### src/rtl/sram_ctrl_pkg.sv
package sram_ctrl_pkg;

  typedef enum logic [2:0] {
    ST_IDLE,
    ST_WSETUP,
    ST_WPULSE,
    ST_WHOLD,
    ST_RACCESS,
    ST_TURN
  } ctrl_st_e;

  typedef struct packed {
    logic ce_n;
    logic ce;
    logic we_n;
    logic oe_n;
    logic dq_oe;
  } mem_pins_t;

  localparam int unsigned PULSE_MIN_NS  = 25;
  localparam int unsigned ACCESS_MIN_NS = 35;
  localparam int unsigned TURN_MIN_NS   = 10;
  localparam int unsigned SETUP_MIN_NS  = 0;

  // Smallest whole-clock count that covers min_ns, never below req or 1.
  function automatic int unsigned phase_cycles(int unsigned req, int unsigned min_ns,
                                               int unsigned clk_ns);
    int unsigned r;
    r = (min_ns + clk_ns - 1) / clk_ns;
    if (req > r) r = req;
    if (r < 1) r = 1;
    return r;
  endfunction

  function automatic mem_pins_t pins_for(ctrl_st_e s);
    mem_pins_t p;
    p = '{ce_n: 1'b1, ce: 1'b0, we_n: 1'b1, oe_n: 1'b1, dq_oe: 1'b0};
    case (s)
      ST_WSETUP:  begin p.ce_n = 1'b0; p.ce = 1'b1; end
      ST_WPULSE:  begin p.ce_n = 1'b0; p.ce = 1'b1; p.we_n = 1'b0; p.dq_oe = 1'b1; end
      ST_WHOLD:   begin p.ce_n = 1'b0; p.ce = 1'b1; p.dq_oe = 1'b1; end
      ST_RACCESS: begin p.ce_n = 1'b0; p.ce = 1'b1; p.oe_n = 1'b0; end
      default:    ;
    endcase
    return p;
  endfunction

endpackage

### src/rtl/sram_phase_timer.sv
module sram_phase_timer #(
  parameter int CNT_W = 4
) (
  input  logic             clk,
  input  logic             rst_n,
  input  logic             load,
  input  logic [CNT_W-1:0] len,
  output logic             done
);
  logic [CNT_W-1:0] cnt;

  always_ff @(posedge clk or negedge rst_n) begin
    if (!rst_n)              cnt <= '0;
    else if (load)           cnt <= len - CNT_W'(1);
    else if (cnt != '0)      cnt <= cnt - CNT_W'(1);
  end

  assign done = (cnt == '0);
endmodule

### src/rtl/sram_rd_capture.sv
module sram_rd_capture #(
  parameter int DW = 8
) (
  input  logic          clk,
  input  logic          rst_n,
  input  logic          capture,
  input  logic [DW-1:0] din,
  output logic [DW-1:0] dout,
  output logic          valid
);
  always_ff @(posedge clk or negedge rst_n) begin
    if (!rst_n) begin
      dout  <= '0;
      valid <= 1'b0;
    end else begin
      valid <= capture;
      if (capture) dout <= din;
    end
  end
endmodule

### src/rtl/sram_seq_ctrl.sv
module sram_seq_ctrl
  import sram_ctrl_pkg::*;
#(
  parameter int AW     = 17,
  parameter int DW     = 8,
  parameter int CLK_NS = 10,
  parameter int T_ASU  = 1,
  parameter int T_WE   = 3,
  parameter int T_ACC  = 4,
  parameter int T_TA   = 1
) (
  input  logic          clk,
  input  logic          rst_n,
  input  logic          req_valid,
  output logic          req_ready,
  input  logic          req_write,
  input  logic [AW-1:0] req_addr,
  input  logic [DW-1:0] req_wdata,
  output logic          rd_valid,
  output logic [DW-1:0] rd_data,
  output logic [AW-1:0] mem_addr,
  output logic          mem_ce_n,
  output logic          mem_ce,
  output logic          mem_we_n,
  output logic          mem_oe_n,
  output logic [DW-1:0] mem_dq_out,
  input  logic [DW-1:0] mem_dq_in,
  output logic          mem_dq_oe
);
  localparam int unsigned ASU_C = phase_cycles(T_ASU, SETUP_MIN_NS, CLK_NS);
  localparam int unsigned WE_C  = phase_cycles(T_WE, PULSE_MIN_NS, CLK_NS);
  localparam int unsigned ACC_C = phase_cycles(T_ACC, ACCESS_MIN_NS, CLK_NS);
  localparam int unsigned TA_C  = phase_cycles(T_TA, TURN_MIN_NS, CLK_NS);
  localparam int unsigned MAX_A = (ASU_C > WE_C) ? ASU_C : WE_C;
  localparam int unsigned MAX_B = (ACC_C > TA_C) ? ACC_C : TA_C;
  localparam int unsigned MAX_C = (MAX_A > MAX_B) ? MAX_A : MAX_B;
  localparam int CNT_W = $clog2(MAX_C + 1);

  ctrl_st_e         st, st_n;
  logic             tmr_load, tmr_done, cap;
  logic [CNT_W-1:0] tmr_len;
  logic             accept;
  logic [AW-1:0]    addr_q;
  logic [DW-1:0]    wdata_q;
  mem_pins_t        pins_q, pins_n;

  assign accept = req_valid && (st == ST_IDLE);

  always_comb begin
    st_n     = st;
    tmr_load = 1'b0;
    tmr_len  = CNT_W'(1);
    cap      = 1'b0;
    case (st)
      ST_IDLE: if (accept) begin
        tmr_load = 1'b1;
        if (req_write) begin st_n = ST_WSETUP;  tmr_len = CNT_W'(ASU_C); end
        else           begin st_n = ST_RACCESS; tmr_len = CNT_W'(ACC_C); end
      end
      ST_WSETUP: if (tmr_done) begin
        st_n = ST_WPULSE; tmr_load = 1'b1; tmr_len = CNT_W'(WE_C);
      end
      ST_WPULSE: if (tmr_done) begin
        st_n = ST_WHOLD; tmr_load = 1'b1; tmr_len = CNT_W'(1);
      end
      ST_WHOLD: if (tmr_done) begin
        st_n = ST_TURN; tmr_load = 1'b1; tmr_len = CNT_W'(TA_C);
      end
      ST_RACCESS: if (tmr_done) begin
        cap = 1'b1; st_n = ST_TURN; tmr_load = 1'b1; tmr_len = CNT_W'(TA_C);
      end
      ST_TURN: if (tmr_done) st_n = ST_IDLE;
      default: st_n = ST_IDLE;
    endcase
  end

  assign pins_n = pins_for(st_n);

  always_ff @(posedge clk or negedge rst_n) begin
    if (!rst_n) begin
      st      <= ST_IDLE;
      pins_q  <= pins_for(ST_IDLE);
      addr_q  <= '0;
      wdata_q <= '0;
    end else begin
      st     <= st_n;
      pins_q <= pins_n;
      if (accept) begin
        addr_q  <= req_addr;
        wdata_q <= req_wdata;
      end
    end
  end

  sram_phase_timer #(.CNT_W(CNT_W)) u_timer (
    .clk  (clk),
    .rst_n(rst_n),
    .load (tmr_load),
    .len  (tmr_len),
    .done (tmr_done)
  );

  sram_rd_capture #(.DW(DW)) u_capture (
    .clk    (clk),
    .rst_n  (rst_n),
    .capture(cap),
    .din    (mem_dq_in),
    .dout   (rd_data),
    .valid  (rd_valid)
  );

  assign req_ready  = (st == ST_IDLE);
  assign mem_addr   = addr_q;
  assign mem_dq_out = wdata_q;
  assign mem_ce_n   = pins_q.ce_n;
  assign mem_ce     = pins_q.ce;
  assign mem_we_n   = pins_q.we_n;
  assign mem_oe_n   = pins_q.oe_n;
  assign mem_dq_oe  = pins_q.dq_oe;
endmodule

### config.mk
export PLATFORM = sky130hd
export DESIGN_NAME = sram_seq_ctrl
export DESIGN_NICKNAME = d
export VERILOG_FILES = /design/src/rtl/sram_ctrl_pkg.sv /design/src/rtl/sram_phase_timer.sv /design/src/rtl/sram_rd_capture.sv /design/src/rtl/sram_seq_ctrl.sv
export SDC_FILE = /design/constraint.sdc
export NUM_CORES = 1
export LEC_CHECK = 0
export BUFFER_PORTS_ARGS = -buffer_cell sky130_fd_sc_hd__buf_2
export CORE_MARGIN = 5
export CORE_UTILIZATION = 48
export DETAILED_ROUTE_END_ITERATION = 10
export HOLD_SLACK_MARGIN = 0.15
export MAX_ROUTING_LAYER = met4
export PLACE_DENSITY_LB_ADDON = 0.2
export SYNTH_ARGS = -nofsm -noshare
export SYNTH_HDL_FRONTEND = slang
export SYNTH_HIERARCHICAL = 1
export SYNTH_SLANG_ARGS = --single-unit
### constraint.sdc
create_clock -name clk -period 3 [get_ports clk]
set_input_delay 0.6 -clock clk [delete_from_list [all_inputs] [get_ports clk]]
set_output_delay 0.6 -clock clk [all_outputs]
set_load 0.1 [all_outputs]
# ---- Word level (Yosys, flattened, before mapping)
# Cells that the tools add are included.
dict set report op_classes {
  add_sub_neg 2
  mux 20
  n_reduce_logical 9
  eq_ne 9
}
# cell n
set ops {}
lappend ops {{$mux 3} 9}
lappend ops {{$pmux 3 s5} 1}
lappend ops {{$eq 3x2->1 const B} 4}
lappend ops {{$eq 3x3->1 const B} 3}
lappend ops {{$reduce_or 4->1} 2}
lappend ops {{$eq 3x1->1 const B} 2}
lappend ops {{$logic_not 3->1} 2}
lappend ops {{$mux 1} 6}
lappend ops {{$pmux 3 s2} 1}
lappend ops {{$sub 3x1->3 const B} 2}
lappend ops {{$mux 2} 2}
lappend ops {{$reduce_or 2->1} 2}
lappend ops {{$reduce_bool 3->1} 1}
lappend ops {{$pmux 1 s2} 1}
lappend ops {{$reduce_bool 2->1} 1}
lappend ops {{$logic_and 1x1->1} 1}
dict set report word_totals {
  output_inout_bits 40
  in_bits 37
  register_bits 45
  wordCells 51
}

# ---- Logic depth before layout (Yosys ltp)
# Gate-level depths: netlist of the first run.
dict set report logic_depth {
  depth_word 7
  depth_mapped 10
  ltp_nobuf 8
}

# ---- By module
# The synthesis of the first run kept the hierarchy.
# module area_per_inst_um2 cells_each seq_area_each_um2 instances
set modules_own_cells {}
lappend modules_own_cells {sram_seq_ctrl 1477.7 97 829.5 1}
lappend modules_own_cells {sram_rd_capture 356.6 18 225.2 1}
lappend modules_own_cells {sram_phase_timer 173.9 19 75.1 1}

# ---- Worst setup path before layout of the first run
# OpenSTA, ideal clock, no wires.
dict set report synth_timing {
  kind {reg-to-reg}
  startpoint {reg u_timer.cnt[1]}
  endpoint {reg u_timer.cnt[2]}
  slack_ns 0.457
  stages_incl_launch_ff 10
  path_buffers 1
  setup_time_ns 0.087
  arrival_ns 2.456
  t_required_ns 2.913
  period_less_slack_ns 2.543
  cell_sequence {dfrtp_1 nor3_1 and3_1 o21bai_1 clkbuf_1 mux2i_1 ha_1 inv_1 or3_1 a22oi_1}
}
dict set report synth_between {
  elab_cells_between_ends 11
  cone_classes {2 x add/sub; 6 x mux; 3 x reduce/logical}
}
# element line_no
set synth_rtl {}
lappend synth_rtl {{start: declaration} sram_phase_timer.sv:10} ;# logic [CNT_W-1:0] cnt;
lappend synth_rtl {{start signal: assignment} sram_phase_timer.sv:14} ;# else if (load) cnt <= len - CNT_W'(1);
lappend synth_rtl {{start signal: assignment} sram_phase_timer.sv:15} ;# else if (cnt != '0) cnt <= cnt - CNT_W'(1);
lappend synth_rtl {{$logic_not 3->1 (*)} sram_phase_timer.sv:18} ;# assign done = (cnt == '0);
lappend synth_rtl {{named net tmr_done} sram_seq_ctrl.sv:40} ;# logic tmr_load, tmr_done, cap;
lappend synth_rtl {{$mux 1 (*)} --}
lappend synth_rtl {{$pmux 1 s2 (*)} sram_seq_ctrl.sv:54} ;# case (st)
lappend synth_rtl {{named net tmr_load} sram_seq_ctrl.sv:40}
lappend synth_rtl {{$mux 3 / $reduce_bool 2->1 (equally long branches)} --}
# The timed path passes the listed nets; every way through them passes the cells marked *. The select of a mux whose other input is x is not followed.
# A chain may end at the register's enable or synchronous reset.

# ---- Worst setup path in the final report of the first run
# Same ends and word-level chain as after synthesis.

==> results of run 1 <==
==> cells by family (layout without fill, tap and decap cells) <==
family                   Yosys count  in the layout
adder cells (fa/ha/maj)            1              1
buffers and inverters             12             90
AND/OR/NAND/NOR                   19             19
multiplexers                      37             37
XOR/XNOR                           2              2
flip-flops                        45             45
AO/OA/AOI/OAI                     18             18
==> final cells by class <==
class | instances | area (um^2) | area share [%]
sequential | 45 | 1130 | 46.0
multi-input combinational | 77 | 769 | 31.3
timing repair buffer | 78 | 395 | 16.1
clock buffer | 6 | 72.6 | 2.96
tap | 50 | 62.6 | 2.55
inverter | 4 | 15.0 | 0.612
clock inverter | 2 | 10.0 | 0.408
==> cells in the final DEF, fill, tap and decap left out, types with 3 or more instances in the layout <==
cell type	instances
a21oi_1	3
buf_2	76
clkbuf_8	5
dfrtp_1	42
dfstp_2	3
inv_1	3
mux2_2	5
mux2_4	28
mux2i_1	4
nor2_1	6
o21ai_0	6
o21bai_1	3
==> stage by stage <==
stage	cells	setup slack, ps	cell area, um^2	utilization, %
floorplan	134	457	2010	-
global placement	254	764	2370	58.9
detailed placement	254	629	2370	58.9
CTS	262	609	2450	60.9
global route	262	429	2450	60.9
finish	262	607	2450	60.9
==> per-layer routing <==
metal  up-vias  GRT usage (%)  part of all wire (%)
li1        614              -                     -
met1       649           18.9                    38
met2        43           27.7                    53
met3         4           5.07                   8.2
met4         0           4.35                  0.62
met5         -              -                     0
==> state kept, by name, summed over array words and instances, names as in the netlist <==
signal	flops
u_capture/valid	1
mem_dq_oe	1
u_capture/dout	8
st	3
mem_we_n	1
mem_ce_n	1
mem_ce	1
mem_addr	17
mem_dq_out	8
u_timer/cnt	3
mem_oe_n	1
==> worst reg2reg max path, stage by stage, from the launching register on <==
cell and delay, ps:
dfrtp_1 410, nor3_1 200, buf_4 180, mux2i_1 80, o21bai_1 410, mux2i_1 250
ha_1 200, inv_1 60, or3_1 340, a22oi_1 180
==> final timing paths <==
check	start	slack [ps]	to
max in group asynchronous	rst_n	1950	u_capture/dout[0]
hold reg to reg	mem_addr[15]	510	mem_addr[15]
setup / recovery	u_timer/cnt[1]	610	u_timer/cnt[2]
min in group clk	mem_addr[15]	510	mem_addr[15]
hold / removal	rst_n	460	mem_addr[12]
setup reg to reg	u_timer/cnt[1]	610	u_timer/cnt[2]
==> results.cfg, run 1 <==
[outcome]
outcome = finished clean

[placed_design]
post-dp-hpwl_um = 3140
place.gp.congestion = 0.934
portBuffers = 76

[cells_and_area]
nets = 249
antenna_cells = 0
layout-drive-gt1-share_pct = 59.4
n_fill_cell = 327
area_growth_pct = 22.2

[route]
wire_per_inst_um = 15.9
dr.pass1.iters = 4
vias_per_cell = 5.00
drtAntennaViolNets = 0
postRouteWirelength_um = 4180
drt_iter0_drc = 65
drc_errors = 0
vias = 1310

[clock_tree]
clock-root-buffer = clkbuf_8
clk_latency_ps = 290
htree_levels = 2
tritoncts = done
post-cts-setup-buffer-count = 0
clock_sinks = 45
cts_hold_buf = 0
clk_pin_slew_worst_paths_ps = 80
post_cts_resize_count = 0
clk_path_buf_depth = 2
cts_inserted_buffers = 5

[global_route]
antenna_found_initial = 0
grt_use_total_pct = 16.4
grt_pass1_wl_um = 6600
grt-ovfl-total = 0
grt_pass1_vias = 1358
grt_max_degree = 46

[critical_path]
cpLargestDelayFamily = compound AO/OA/AOI/OAI gates
cp_max_fo = 9
r2r_cells = 9
crit_slowest_cell = dfrtp_1
slowest_delay_ps = 410
end_kind = register
critical_path_class = reg -> reg
path_depth = 9
critPathBufInv = 2
start_kind = register
timing.critical_path.mode_cell = mux2i_1
worstPathCellList = nor3_1 -> buf_4 -> mux2i_1 -> o21bai_1 -> mux2i_1 -> ha_1 -> inv_1 -> or3_1 -> a22oi_1
critPathArrivalTime_ps = 2600
cp.required_ps = 3200

[die]
die_height_um = 74.7
placementRows = 23
initial_utilization_pct = 49.8
die_x_um = 74.7
die_area_mm2 = 0.00558
core_area_mm2 = 0.00403
pin_count = 77

[synthesis]
synthCells = 134
synth_commonest_cells = dfrtp_1 (42), mux2_4 (28), nor2_1 (6), o21ai_0 (6), mux2_2 (5)
synth_seq_cells = 45
synth_top_area_cell = dfrtp_1
synth_top_family_by_area = multiplexers
ys_async_sr_fraction_pct = 100
synth.area.top_cells = dfrtp_1 (52%), mux2_4 (21%), dfstp_2 (3.9%)
yosysWarningCount = 6
synth_edf_count = 0
ys_types = 32
syn_avg_cell_area_um2 = 15.0
syn_area_mm2 = 0.00201
muxShareOfSynthArea_pct = 25.7
yosysMostFrequentCell = dfrtp_1
synth_top_cell_area_share_pct = 52.3
ys_seq_area_share_pct = 56.3
synth-xor-area-share_pct = 0.872
yosys_most_used_dff = dfrtp_1
synth_compound_area_share_pct = 5.79
yosys.area_share.adder_pct = 0.623
synth_simple_gate_area_share_pct = 5.30
synth_fp_nets = 172

[sta]
drv_slew = 0
tightest_slew_ps = 958
setup_viol = 0
skew_ps = 4.01
fin_tns_setup_ps = 0
hold_viol = 0
post-route-period-util_pct = 79.8
fmax_mhz = 418
period_minus_slack_ps = 2390
slew_headroom_pct = 36.1
rsz0062_at_grt = false
worst_hold_slack_ps = 456

[min_path]
hp-class = in -> async

[flow_run]
drv_cap = 0
Power of run 1 is not shown: default switching activity piles up to over one toggle a cycle in this logic, so the estimate is an artifact.
==> inputs of run 2 (changes only) <==
- ABC_AREA: unset -> 1
- CORE_UTILIZATION: 48 -> 43
- clock period: 3 -> 2.15 ns (I/O delays scaled with it)
==> results.cfg, run 2 <==
[synthesis]
synth_top_area_cell = dfrtp_1
ys_seq_area_share_pct = 57.8
yosys.area_share.adder_pct = 0.641
synth_top_cell_area_share_pct = 53.8
muxShareOfSynthArea_pct = 0
synth_top_family_by_area = simple AND/OR/NAND/NOR gates
ys_types = 24
synth_commonest_cells = nand2_1 (92), dfrtp_1 (42), nand3_1 (30)
yosysWarningCount = 6
synthCells = 223
synth_simple_gate_area_share_pct = 32.2
synth.area.top_cells = dfrtp_1 (54%), nand2_1 (18%), nand3_1 (7.7%)
yosys_most_used_dff = dfrtp_1
synth_compound_area_share_pct = 1.41
synth_edf_count = 0
synth_seq_cells = 45
syn_area_mm2 = 0.00195
synth-xor-area-share_pct = 0
syn_avg_cell_area_um2 = 8.76
synth_fp_nets = 261
yosysMostFrequentCell = nand2_1
ys_async_sr_fraction_pct = 100

[die]
placementRows = 24
initial_utilization_pct = 44.5
die_x_um = 77.4
die_height_um = 77.4
pin_count = 77
die_area_mm2 = 0.00599
core_area_mm2 = 0.00438

[cells_and_area]
antenna_cells = 0
n_fill_cell = 437
regArea_mm2 = 0.00113
final_common_cell = nand2_1
post-route-util_pct = 56.5
layout-drive-gt1-share_pct = 36.7
layout_common_cells = nand2_1 (92), buf_2 (75), dfrtp_1 (42)
area_growth_pct = 26.9
nets = 342
largest_reg_flops = 17
multi_input_area_um2 = 668

[clock_tree]
clk_pin_slew_worst_paths_ps = 80
cts_hold_buf = 0
tritoncts = done
post_cts_resize_count = 0
clock-root-buffer = clkbuf_8
clk_latency_ps = 300
cts_inserted_buffers = 5
clock_sinks = 45
post-cts-setup-buffer-count = 0
clk_path_buf_depth = 2
htree_levels = 2

[critical_path]
r2r_cells = 12
r2r-end = u_timer/cnt[2]
critical_path_class = reg -> out
end_kind = primary output
start_kind = register
crit_slowest_cell = dfrtp_1
slowest_delay_ps = 450
cp.required_ps = 1720
r2r_slack_ps = 240
r2r_start = u_timer/cnt[2]
worstPathCellList = nor2_4 -> nand2_2 -> inv_4 -> buf_4 -> buf_12
cp_max_fo = 26
critPathArrivalTime_ps = 1600

[route]
vias = 1656
drc_errors = 0
vias_per_cell = 4.64
postRouteWirelength_um = 4340
dr.pass1.iters = 4
drtAntennaViolNets = 0
drt_iter0_drc = 77
wire_per_inst_um = 12.2

[sta]
rsz0062_at_grt = false
skew_ps = 6.25
setup_slack_ps = 115
drv_slew = 0
fmax_mhz = 491
period_minus_slack_ps = 2030
setup_viol = 0
fin_tns_setup_ps = 0
hold_viol = 0
tightest_slew_ps = 554
slew_headroom_pct = 63.1
worst_hold_slack_ps = 205
post-route-period-util_pct = 94.6

[placed_design]
portBuffers = 76
post-dp-hpwl_um = 3140
place_ws_ps = 276
place.gp.congestion = 0.856

[global_route]
grt_max_degree = 46
grt_pass1_vias = 1664
grt_pass1_wl_um = 7420
antenna_found_initial = 0
grt-ovfl-total = 0
grt_use_total_pct = 15.6

[flow_run]
drv_cap = 0

[min_path]
hp-class = in -> async

[outcome]
outcome = finished clean
==> run 2: how the worst max path moves through the flow <==
stage / startpoint / end / slack (ps) / cells past startpoint
3_3_place_gp: u_timer/cnt[2] / u_timer/cnt[2] / 340 / 12
2_1_floorplan: st[2] / u_timer/cnt[2] / 220 / 13
3_5_place_dp: u_timer/cnt[2] / u_timer/cnt[2] / 280 / 12
6_report: st[2] / req_ready / 120 / 5
5_1_grt: st[2] / req_ready / 20 / 5
4_1_cts: st[2] / req_ready / 100 / 5
==> run 2: routing by layer <==
metal	wire length [um]	vias to the layer above	track usage [%]
li1	-	844	-
met4	72	0	5.84
met2	2190	38	26.3
met5	0	-	-
met1	1830	768	17.9
met3	257	6	4.05
==> run 2: kinds of logic after synthesis <==
group,Yosys count
AOI/OAI and AO/OA,4
and+or+nand+nor,141
DFF,45
buffers and inverters,32
adders and majority gates,1
==> run 2: cell type report <==
class                      count  share of cell area (%)
tap                           52                    2.62
multi-input combinational    146                    27.0
clock inverter                 2                   0.404
timing repair buffer          82                    17.8
inverter                      24                    3.74
clock buffer                   6                    2.93
sequential                    45                    45.6
==> run 2: metrics by stage <==
| step | area, um^2 | std cells |
|---|---|---|
| floorplan | 1950 | 223 |
| global placement | 2400 | 349 |
| detailed placement | 2400 | 349 |
| CTS | 2480 | 357 |
| global route | 2480 | 357 |
| finish | 2480 | 357 |
==> run 2: critical path, delay by kind of cell (launching register included) <==
kind	cells	cell delay, ps
buf+inv	3	570
flops	1	450
simple gates	2	280
Power of run 2 is left out for the same reason.
==> inputs of run 3 (changes only) <==
- ABC_AREA: 1 -> unset
- CORE_UTILIZATION: 43 -> 44
==> results.cfg, run 3 (synthesis results as in run 1) <==
[sta]
hold_viol = 0
period_minus_slack_ps = 2130
skew_ps = 7.23
post-route-period-util_pct = 98.9
worst_hold_slack_ps = 144
setup_viol = 0
tightest_slew_ps = 624
slew_headroom_pct = 58.4
drv_slew = 0
fmax_mhz = 470

[cells_and_area]
layout-drive-gt1-share_pct = 65.5
fin_area_mm2 = 0.00264
instances_no_fill = 275
area_growth_pct = 31.3
antenna_cells = 0
nets = 260
final_common_cell = buf_2
largest_reg_flops = 17
post-route-util_pct = 60.1
n_fill_cell = 369
layout_common_cells = buf_2 (75), dfrtp_1 (41), mux2_4 (28)

[clock_tree]
clock-root-buffer = clkbuf_8
htree_levels = 2
cts_inserted_buffers = 5
tritoncts = done
clk_pin_slew_worst_paths_ps = 90
clock_sinks = 45
clk_latency_ps = 290
cts_hold_buf = 0
clk_path_buf_depth = 2

[die]
die_height_um = 77.6
pin_count = 77
core_area_mm2 = 0.00438
initial_utilization_pct = 45.8
placementRows = 24
die_area_mm2 = 0.00601
die_x_um = 77.6

[critical_path]
cp.required_ps = 2360
critical_path_class = reg -> reg
critPathArrivalTime_ps = 2340
cp_max_fo = 4
end_kind = register
r2r_slack_ps = 20
start_kind = register

[route]
drt_iter0_drc = 37
vias_per_cell = 5.01
drtAntennaViolNets = 0
vias = 1378
dr.pass1.iters = 4
drc_errors = 0
wire_per_inst_um = 15.9
postRouteWirelength_um = 4370

[global_route]
antenna_found_initial = 0
grt_max_degree = 30
grt_pass1_wl_um = 7110
grt-ovfl-total = 0
grt_pass1_vias = 1441
grt_use_total_pct = 15.1

[placed_design]
portBuffers = 76
place.gp.congestion = 0.823
placedCellCount = 263
post-dp-hpwl_um = 3290
dpl_cell_area_mm2 = 0.00247

[outcome]
outcome = finished clean

[flow_run]
drv_cap = 0

[min_path]
hp-class = in -> async
run 3: cell types whose count changed in the layout (fill, tap and decap cells not counted), sizes merged, moves of 3 or more:
cell | previous run | this run
buf | 82 | 89
inv | 24 | 4
mux2 | 0 | 33
mux2i | 0 | 4
nand2 | 100 | 2
nand3 | 32 | 0
o21ai | 3 | 6
o21bai | 0 | 3
run 3: what timing repair did:
item,in CTS,in global routing
endpoints found under the setup margin,1,1
setup buffers,2,2
gates resized for setup,0,5
pin swaps,1,4
endpoints found under the hold margin,0,0
run 3: worst paths after layout:
kind	start	endpoint	cells after the start
max in group asynchronous	rst_n	u_capture/dout[1]	2
worst max register to register	u_timer/cnt[0]	u_timer/cnt[2]	8
worst min-delay path	rst_n	mem_addr[0]	1
worst min register to register	mem_dq_out[1]	mem_dq_out[1]	1
worst max-delay path	u_timer/cnt[0]	u_timer/cnt[2]	8
min in group clk	req_addr[2]	mem_addr[2]	2
run 3: routing by layer:
metal	GRT usage [%]	up-vias	routed length, um
li1	-	637	-
met4	5.15	0	50
met3	5.32	5	307
met1	16.9	693	1760
met5	-	-	0
met2	25.2	43	2250
run 3: layout make-up:
| type | instances | area [um^2] | share of cell area [%] |
|---|---|---|---|
| clock inverter | 2 | 37.5 | 1.42 |
| multi-input combinational | 77 | 800 | 30.3 |
| tap | 52 | 65.1 | 2.47 |
| timing repair buffer | 89 | 505 | 19.2 |
| sequential | 45 | 1130 | 42.9 |
| inverter | 4 | 15.0 | 0.570 |
| clock buffer | 6 | 82.6 | 3.13 |
run 3: metrics by stage:
step / setup slack, ps / setup TNS, ps
2_1_floorplan: -44.7 / -44.7
3_3_place_gp: 106 / 0
3_5_place_dp: -47.6 / -47.6
4_1_cts: 4.01 / 0
5_1_grt: -56.8 / -56.8
6_report: 23.1 / 0
run 3: worst max-delay path: stages, from the launching register on:
cell      delay [ps]
dfrtp_2          450
nor3_4           220
and3_4           210
o21bai_2         140
mux2i_1          270
ha_2             220
inv_2             40
or3_1            310
a22oi_1          180
Power of run 3 is left out for the same reason.
